==> src/rtl/lvl_pkg.sv <==
package lvl_pkg;

  // Clamp an occupancy value to the storage depth.
  function automatic int unsigned clamp_count(int unsigned cnt, int unsigned depth);
    return (cnt > depth) ? depth : cnt;
  endfunction

  // Near-empty test: count at or below the low offset.
  function automatic logic is_near_empty(int unsigned cnt, int unsigned lo_ofs);
    return cnt <= lo_ofs;
  endfunction

  // Near-full test: count + offset reaches depth (no subtraction underflow).
  function automatic logic is_near_full(int unsigned cnt, int unsigned hi_ofs,
                                        int unsigned depth);
    return (cnt + hi_ofs) >= depth;
  endfunction

  // Half test: twice the count reaches depth.
  function automatic logic is_half(int unsigned cnt, int unsigned depth);
    return (cnt * 2) >= depth;
  endfunction

endpackage

==> src/rtl/lvl_ofs_reg.sv <==
module lvl_ofs_reg #(
  parameter int W       = 9,
  parameter int RST_VAL = 128
) (
  input  logic         clk,
  input  logic         rst_n,
  input  logic         load,
  input  logic [W-1:0] d,
  output logic [W-1:0] q
);

  localparam logic [W-1:0] RST_Q = W'(RST_VAL);

  always_ff @(posedge clk or negedge rst_n) begin
    if (!rst_n)    q <= RST_Q;
    else if (load) q <= d;
  end

endmodule

==> src/rtl/lvl_cmp.sv <==
module lvl_cmp #(
  parameter int DEPTH = 512,
  parameter int CNT_W = 10,
  parameter int OFS_W = 9
) (
  input  logic [CNT_W-1:0] cnt,
  input  logic [OFS_W-1:0] lo_ofs,
  input  logic [OFS_W-1:0] hi_ofs,
  output logic             near_empty,
  output logic             near_full,
  output logic             half
);
  import lvl_pkg::*;

  int unsigned cnt_c;

  always_comb begin
    cnt_c      = clamp_count(32'(cnt), DEPTH);
    near_empty = is_near_empty(cnt_c, 32'(lo_ofs));
    near_full  = is_near_full(cnt_c, 32'(hi_ofs), DEPTH);
    half       = is_half(cnt_c, DEPTH);
  end

endmodule

==> src/rtl/lvl_flag_reg.sv <==
module lvl_flag_reg (
  input  logic clk,
  input  logic rst_n,
  input  logic near_empty,
  input  logic near_full,
  input  logic half,
  output logic edge_flag,
  output logic half_full
);

  always_ff @(posedge clk or negedge rst_n) begin
    if (!rst_n) begin
      edge_flag <= 1'b1;
      half_full <= 1'b0;
    end else begin
      edge_flag <= near_empty | near_full;
      half_full <= half;
    end
  end

endmodule

==> src/rtl/fifo_level_flags.sv <==
module fifo_level_flags #(
  parameter int DEPTH   = 512,
  parameter int DEF_OFS = 128,
  parameter int CNT_W   = $clog2(DEPTH) + 1,
  parameter int OFS_W   = $clog2(DEPTH)
) (
  input  logic             clk,
  input  logic             rst_n,
  input  logic [CNT_W-1:0] lvl_count,
  input  logic [OFS_W-1:0] lo_ofs_in,
  input  logic [OFS_W-1:0] hi_ofs_in,
  input  logic             ofs_load,
  output logic             half_full,
  output logic             edge_flag
);

  localparam int N_OFS = 2;  // index 0: low side, 1: high side

  logic [OFS_W-1:0] ofs_d [N_OFS];
  logic [OFS_W-1:0] ofs_q [N_OFS];

  // Named internal events for the checker.
  logic [OFS_W-1:0] lo_ofs_q;
  logic [OFS_W-1:0] hi_ofs_q;
  logic             near_empty_w;
  logic             near_full_w;
  logic             half_w;

  assign ofs_d[0] = lo_ofs_in;
  assign ofs_d[1] = hi_ofs_in;

  for (genvar i = 0; i < N_OFS; i++) begin : g_ofs
    lvl_ofs_reg #(.W(OFS_W), .RST_VAL(DEF_OFS)) ofs_i (
      .clk  (clk),
      .rst_n(rst_n),
      .load (ofs_load),
      .d    (ofs_d[i]),
      .q    (ofs_q[i])
    );
  end

  assign lo_ofs_q = ofs_q[0];
  assign hi_ofs_q = ofs_q[1];

  lvl_cmp #(.DEPTH(DEPTH), .CNT_W(CNT_W), .OFS_W(OFS_W)) cmp_i (
    .cnt       (lvl_count),
    .lo_ofs    (lo_ofs_q),
    .hi_ofs    (hi_ofs_q),
    .near_empty(near_empty_w),
    .near_full (near_full_w),
    .half      (half_w)
  );

  lvl_flag_reg flag_i (
    .clk       (clk),
    .rst_n     (rst_n),
    .near_empty(near_empty_w),
    .near_full (near_full_w),
    .half      (half_w),
    .edge_flag (edge_flag),
    .half_full (half_full)
  );

endmodule

==> config.mk <==
export PLATFORM = sky130hd
export DESIGN_NAME = fifo_level_flags
export DESIGN_NICKNAME = d
export VERILOG_FILES = /design/src/rtl/lvl_pkg.sv /design/src/rtl/lvl_ofs_reg.sv /design/src/rtl/lvl_cmp.sv /design/src/rtl/lvl_flag_reg.sv /design/src/rtl/fifo_level_flags.sv
export SDC_FILE = /design/constraint.sdc
export NUM_CORES = 1
export LEC_CHECK = 0
export ABC_CLOCK_PERIOD_IN_PS = 2120
export BUFFER_PORTS_ARGS = -buffer_cell sky130_fd_sc_hd__buf_4
export CAP_MARGIN = 25
export CORE_ASPECT_RATIO = 0.7
export CORE_MARGIN = 2
export CORE_UTILIZATION = 30
export CTS_CLUSTER_SIZE = 40
export DETAILED_ROUTE_END_ITERATION = 10
export HOLD_SLACK_MARGIN = 0.02
export PLACE_DENSITY = 0.52
export SYNTH_ARGS = -nofsm -noshare
export SYNTH_HDL_FRONTEND = slang
export SYNTH_SLANG_ARGS = --single-unit
==> constraint.sdc <==
create_clock -name clk -period 2.12 [get_ports clk]
set_input_delay 0.636 -clock clk [delete_from_list [all_inputs] [get_ports clk]]
set_output_delay 0.636 -clock clk [all_outputs]
set_load 0.01 [all_outputs]
# Word-level counts from Yosys, hierarchy flattened
# Index checks and enable logic that the tools add are counted.
[totals] reg_bits=20 latchBits=0 ramBits=0 rom_bits=0 in_bits=31 wordCells=11 mem_count=0
[classes] add_sub_neg=1 mul=0 n_div=0 magnitude_cmp=4 eq_ne=0 n_shift=0 muxes=1 bitwise_logic=1 reduce_logical=0
[ops] operator="32-bit by 10-bit greater-or-equal comparator with 1-bit output (second input constant)" count=2
[ops] operator="32-bit by 9-bit adder with 32-bit output" count=1
[ops] operator="32-bit by 9-bit less-or-equal comparator with 1-bit output" count=1
[ops] operator="10-bit greater-than comparator (second input constant)" count=1
[ops] operator="10-bit 2-to-1 mux" count=1
[ops] operator="1-bit bitwise OR" count=1

# Depth between registers and ports, before layout
[logic_depth] depth_word=5 ltp_mapped=9

# Modules after synthesis
# Synthesis repeated with hierarchy kept, for this count alone.
[unflattened] hier_cells=114 hier_area_um2=1365.1
[by_module_without_submodules] module="lvl_ofs_reg" instances=2 cells_each=19 area_per_inst_um2=372.9 seq_area_each_um2=226.5
[by_module_without_submodules] module="lvl_cmp" instances=1 cells_each=73 area_per_inst_um2=561.8 seq_area_each_um2=0.0
[by_module_without_submodules] module="lvl_flag_reg" instances=1 cells_each=3 area_per_inst_um2=57.6 seq_area_each_um2=51.3

# Worst setup path after synthesis
# No wires, ideal clock.
[synth_timing] path_kind="input -> register" from="input lvl_count[9]" to="register flag_i.edge_flag" setup_time_ps=94 t_arrival_ps=2785 required_ps=2026 slack_ps=-759 cell_stages=9 path_buffers=1 cell_sequence="clkbuf_1 nor2b_1 ha_1 fa_1 a21o_1 a21o_1 a2111oi_2 mux2i_1 or4_1"
[synth_via] elab_chain_cells=5 elab_cells_between_ends=6 classes_between="add/sub: 1; order compare: 3; mux: 1; bitwise: 1"
[synth_rtl] element="start: declaration" line="fifo_level_flags.sv:9" source="input logic [CNT_W-1:0] lvl_count,"
[synth_rtl] element="10-bit greater-than comparator" line="lvl_pkg.sv:5" source="return (cnt > depth) ? depth : cnt;"
[synth_rtl] element="10-bit 2-to-1 mux *" line="lvl_pkg.sv:5"
[synth_rtl] element="32-bit by 9-bit adder with 32-bit output" line="lvl_pkg.sv:16" source="return (cnt + hi_ofs) >= depth;"
[synth_rtl] element="32-bit by 10-bit greater-or-equal comparator with 1-bit output" line="lvl_pkg.sv:16"
[synth_rtl] element="1-bit bitwise OR *" line="lvl_flag_reg.sv:16" source="edge_flag <= near_empty | near_full;"
[synth_rtl] element="end signal: assignment" line="lvl_flag_reg.sv:16"
[synth_rtl] element="end: declaration" line="lvl_flag_reg.sv:7" source="output logic edge_flag,"
# Every way passes the cells marked *; elsewhere a longest branch is shown, timed or not.
# A chain may end at the register's enable or synchronous reset.

# Final worst setup path
[layout_timing] from="input lvl_count[0]" to="register flag_i.edge_flag"
# Same word-level chain as after synthesis.

==> flow_summary.toml <==
[worst_setup_path]
critical_path_class = "in2reg"
r2r_end = "flag_i.edge_flag$_DFF_PN1_"
cp_num_buf_inv = 1
crit_arrival_ns = 2.72
path_depth = 9
critPathTopFamily = "simple AND/OR/NAND/NOR gates"
worstPathMaxFanout = 2
start_kind = "input port"
rr_startpoint = "g_ofs[1].ofs_i.q[0]$_DFFE_PN0P_"
startpoint = "lvl_count[0]"
crit_path_max_incr_delay_ns = 0.53
rrSetupSlack_ns = -0.17
end_kind = "flop"
crit_chain = "buf_4, nor2b_2, ha_2, fa_2, a21o_1, a21o_1, a2111oi_4, mux2i_1, or4_1"
critPathSlowestCell = "or4_1"
crit_required_ns = 2.29
reg2reg_depth = 7
crit_end = "flag_i.edge_flag$_DFF_PN1_"
timing.critical_path.mode_cell = "a21o_1"

[floorplan]
die-width_um = 81.1
rows = 19
coreArea_um2 = 3950
die_area_um2 = 4700
initial_utilization = 0.316
pin_count = 33
die_h_um = 58.0

[drt]
vias_per_cell = 4.69
vias = 1032
wl_mm = 2.84
dr.pass1.iters = 4
ant_nets = 0
wl_per_cell_um = 12.9
drt_iter0_markers = 51
drcViolationCount = 0

[global_route]
grt-ovfl-total = 0
grt_pass1_wl_mm = 4.89
grt_use_total = 0.136
grt_max_degree = 27
antenna_found_initial = 0
grt_pass1_vias = 1068

[placed_design]
io_buffers = 32
globalplace.congestion = 0.891
hpwl_mm = 2.33

[timing]
rsz0062_at_grt = "yes"
setup_ws_ns = -0.428
finalSetupViolCount = 1
tightest_slew_ns = 0.268
fin_skew_ns = 0.00469
hold_violations = 0
fin_crit_sh = 1.20
setup_tns_ns = -0.428
maxSlewHeadroom = 0.822
final.min_clock_period_ns = 2.55
slew_violations = 0
fmax_mhz = 392
hold_ws_ns = 0.244

[power]
peakVddDrop_mv = 0.267
leakage_nw = 0.865
power.density_nw_per_um2 = 559

[synthesis]
synth_ff_type = "dfrtp_1"
yosys-top-cells-count = "ha_1, dfrtp_1, inv_1"
synth.top_cells.by_area = "dfrtp_1, ha_1, mux2_2, dfstp_2, nor2b_1"
syn_inst = 121
synth_edf_count = 0
synthArstFlopShare = 1.00
synth_seq_area_share = 0.404
yosys_warnings = 0
yosysUniqueCellTypes = 27
yosysTopAreaCell = "dfrtp_1"
synth_area_um2 = 1250
syn-num-nets = 171
synth_most_common_cell = "ha_1"
syn_area_per_cell_um2 = 10.3
ys_seq_elements = 20
synth_top_area_share = 0.341

[finish]
diodes = 0
final.fill_count = 407
syn2layout_area_growth_pct = 43.3
nets = 219
multiInputGateArea_um2 = 762
drive_gt1_frac = 0.458
regArea_um2 = 504

[run_status]
outcome = "finished, violations left"
violations = "setup timing"

[clocking]
clk_pin_slew_ns = 0.08
numCtsBuffers = 3
max-clock-path-buffers = 2
h-tree-depth = 1
cts_tree = "built"
cts_num_sinks = 20
clock_latency_ns = 0.26
cts_root_buffer = "clkbuf_8"

[run]
drv_cap = 0

[min_path]
holdCritPathClass = "in2async"
-- cell type report --
type                    count  area share
repair buffers             47       0.202
flip-flops and latches     20       0.282
clock buffers               4      0.0308
inverters                  11      0.0231
multi-input cells          86       0.426
well taps                  52      0.0364
-- how the worst min path moves through the flow --
stage | endpoint | slack, ns | cells after the start
2_1_floorplan | flag_i.half_full$_DFF_PN0_ | 0.34 | 0
3_3_place_gp | g_ofs[1].ofs_i.q[0]$_DFFE_PN0P_ | 0.50 | 1
3_5_place_dp | g_ofs[0].ofs_i.q[7]$_DFFE_PN1P_ | 0.51 | 2
4_1_cts | g_ofs[0].ofs_i.q[4]$_DFFE_PN0P_ | 0.25 | 1
5_1_grt | g_ofs[0].ofs_i.q[4]$_DFFE_PN0P_ | 0.25 | 1
6_report | g_ofs[0].ofs_i.q[4]$_DFFE_PN0P_ | 0.24 | 1
-- worst reg2reg max path: stages, from the launching register on --
cell and delay [ns]:
dfrtp_1 0.39, ha_2 0.19, fa_2 0.33, a21o_1 0.18, a21o_1 0.18, a2111oi_4 0.31, mux2i_1 0.11, or4_1 0.53
-- stage by stage --
step                      cells  utilization  power [mW]  instance area (µm²)  setup slack, ns
after floorplan             121            -       0.577                 1280           -0.442
after global placement      214        0.416       0.681                 1640           -0.814
after detailed placement    214        0.416       0.691                 1640           -0.897
after CTS                   219        0.444        1.01                 1750           -0.447
after global routing        220        0.453        1.07                 1790           -0.509
final                       220        0.453        1.00                 1790           -0.428
-- what timing repair did --
action | 4_1_cts | 5_1_grt
endpoints found under the setup margin | 1 | 1
hold buffers | 0 | 0
pin swaps | 7 | 4
cloned | 0 | 0
resized for setup | 7 | 7
buffers inserted | 1 | 1
-- cell usage in the layout (no fill, tap or decap), drive strengths merged, types with 3 or more instances in the layout --
master and n:
a21oi 6, buf 47, clkbuf 4, dfrtp 17
dfstp 3, ha 18, inv 11, mux2 10
nand2 9, nand3 3, nor2 3, nor2b 10
o21ai 8
-- layer usage --
metal  vias to the layer above  track usage  share of wire
met5                         -            0              0
li1                        519            -              -
met4                         0       0.0242         0.0039
met1                       487        0.186           0.48
met2                        24        0.217           0.45
met3                         2       0.0421          0.065
-- cells by family after synthesis --
kind of cell             synth area share
AO/OA/AOI/OAI                       0.123
adder cells (fa/ha/maj)             0.197
buffers and inverters              0.0451
flip-flops                          0.404
multiplexers                       0.0983
AND/OR/NAND/NOR                     0.132
-- power by group --
group / internal [mW] / switching [mW] / total, mW
clock network: 0.165 / 0.126 / 0.292
registers: 0.421 / 0.0188 / 0.440
logic: 0.148 / 0.120 / 0.268
total: 0.735 / 0.265 / 1.00
-- state kept, by name, summed over array words and instances (netlist names) --
register / flops
flag_i.half_full: 1
flag_i.edge_flag: 1
g_ofs.ofs_i.q: 18
Power figures use the tool's default switching activity.
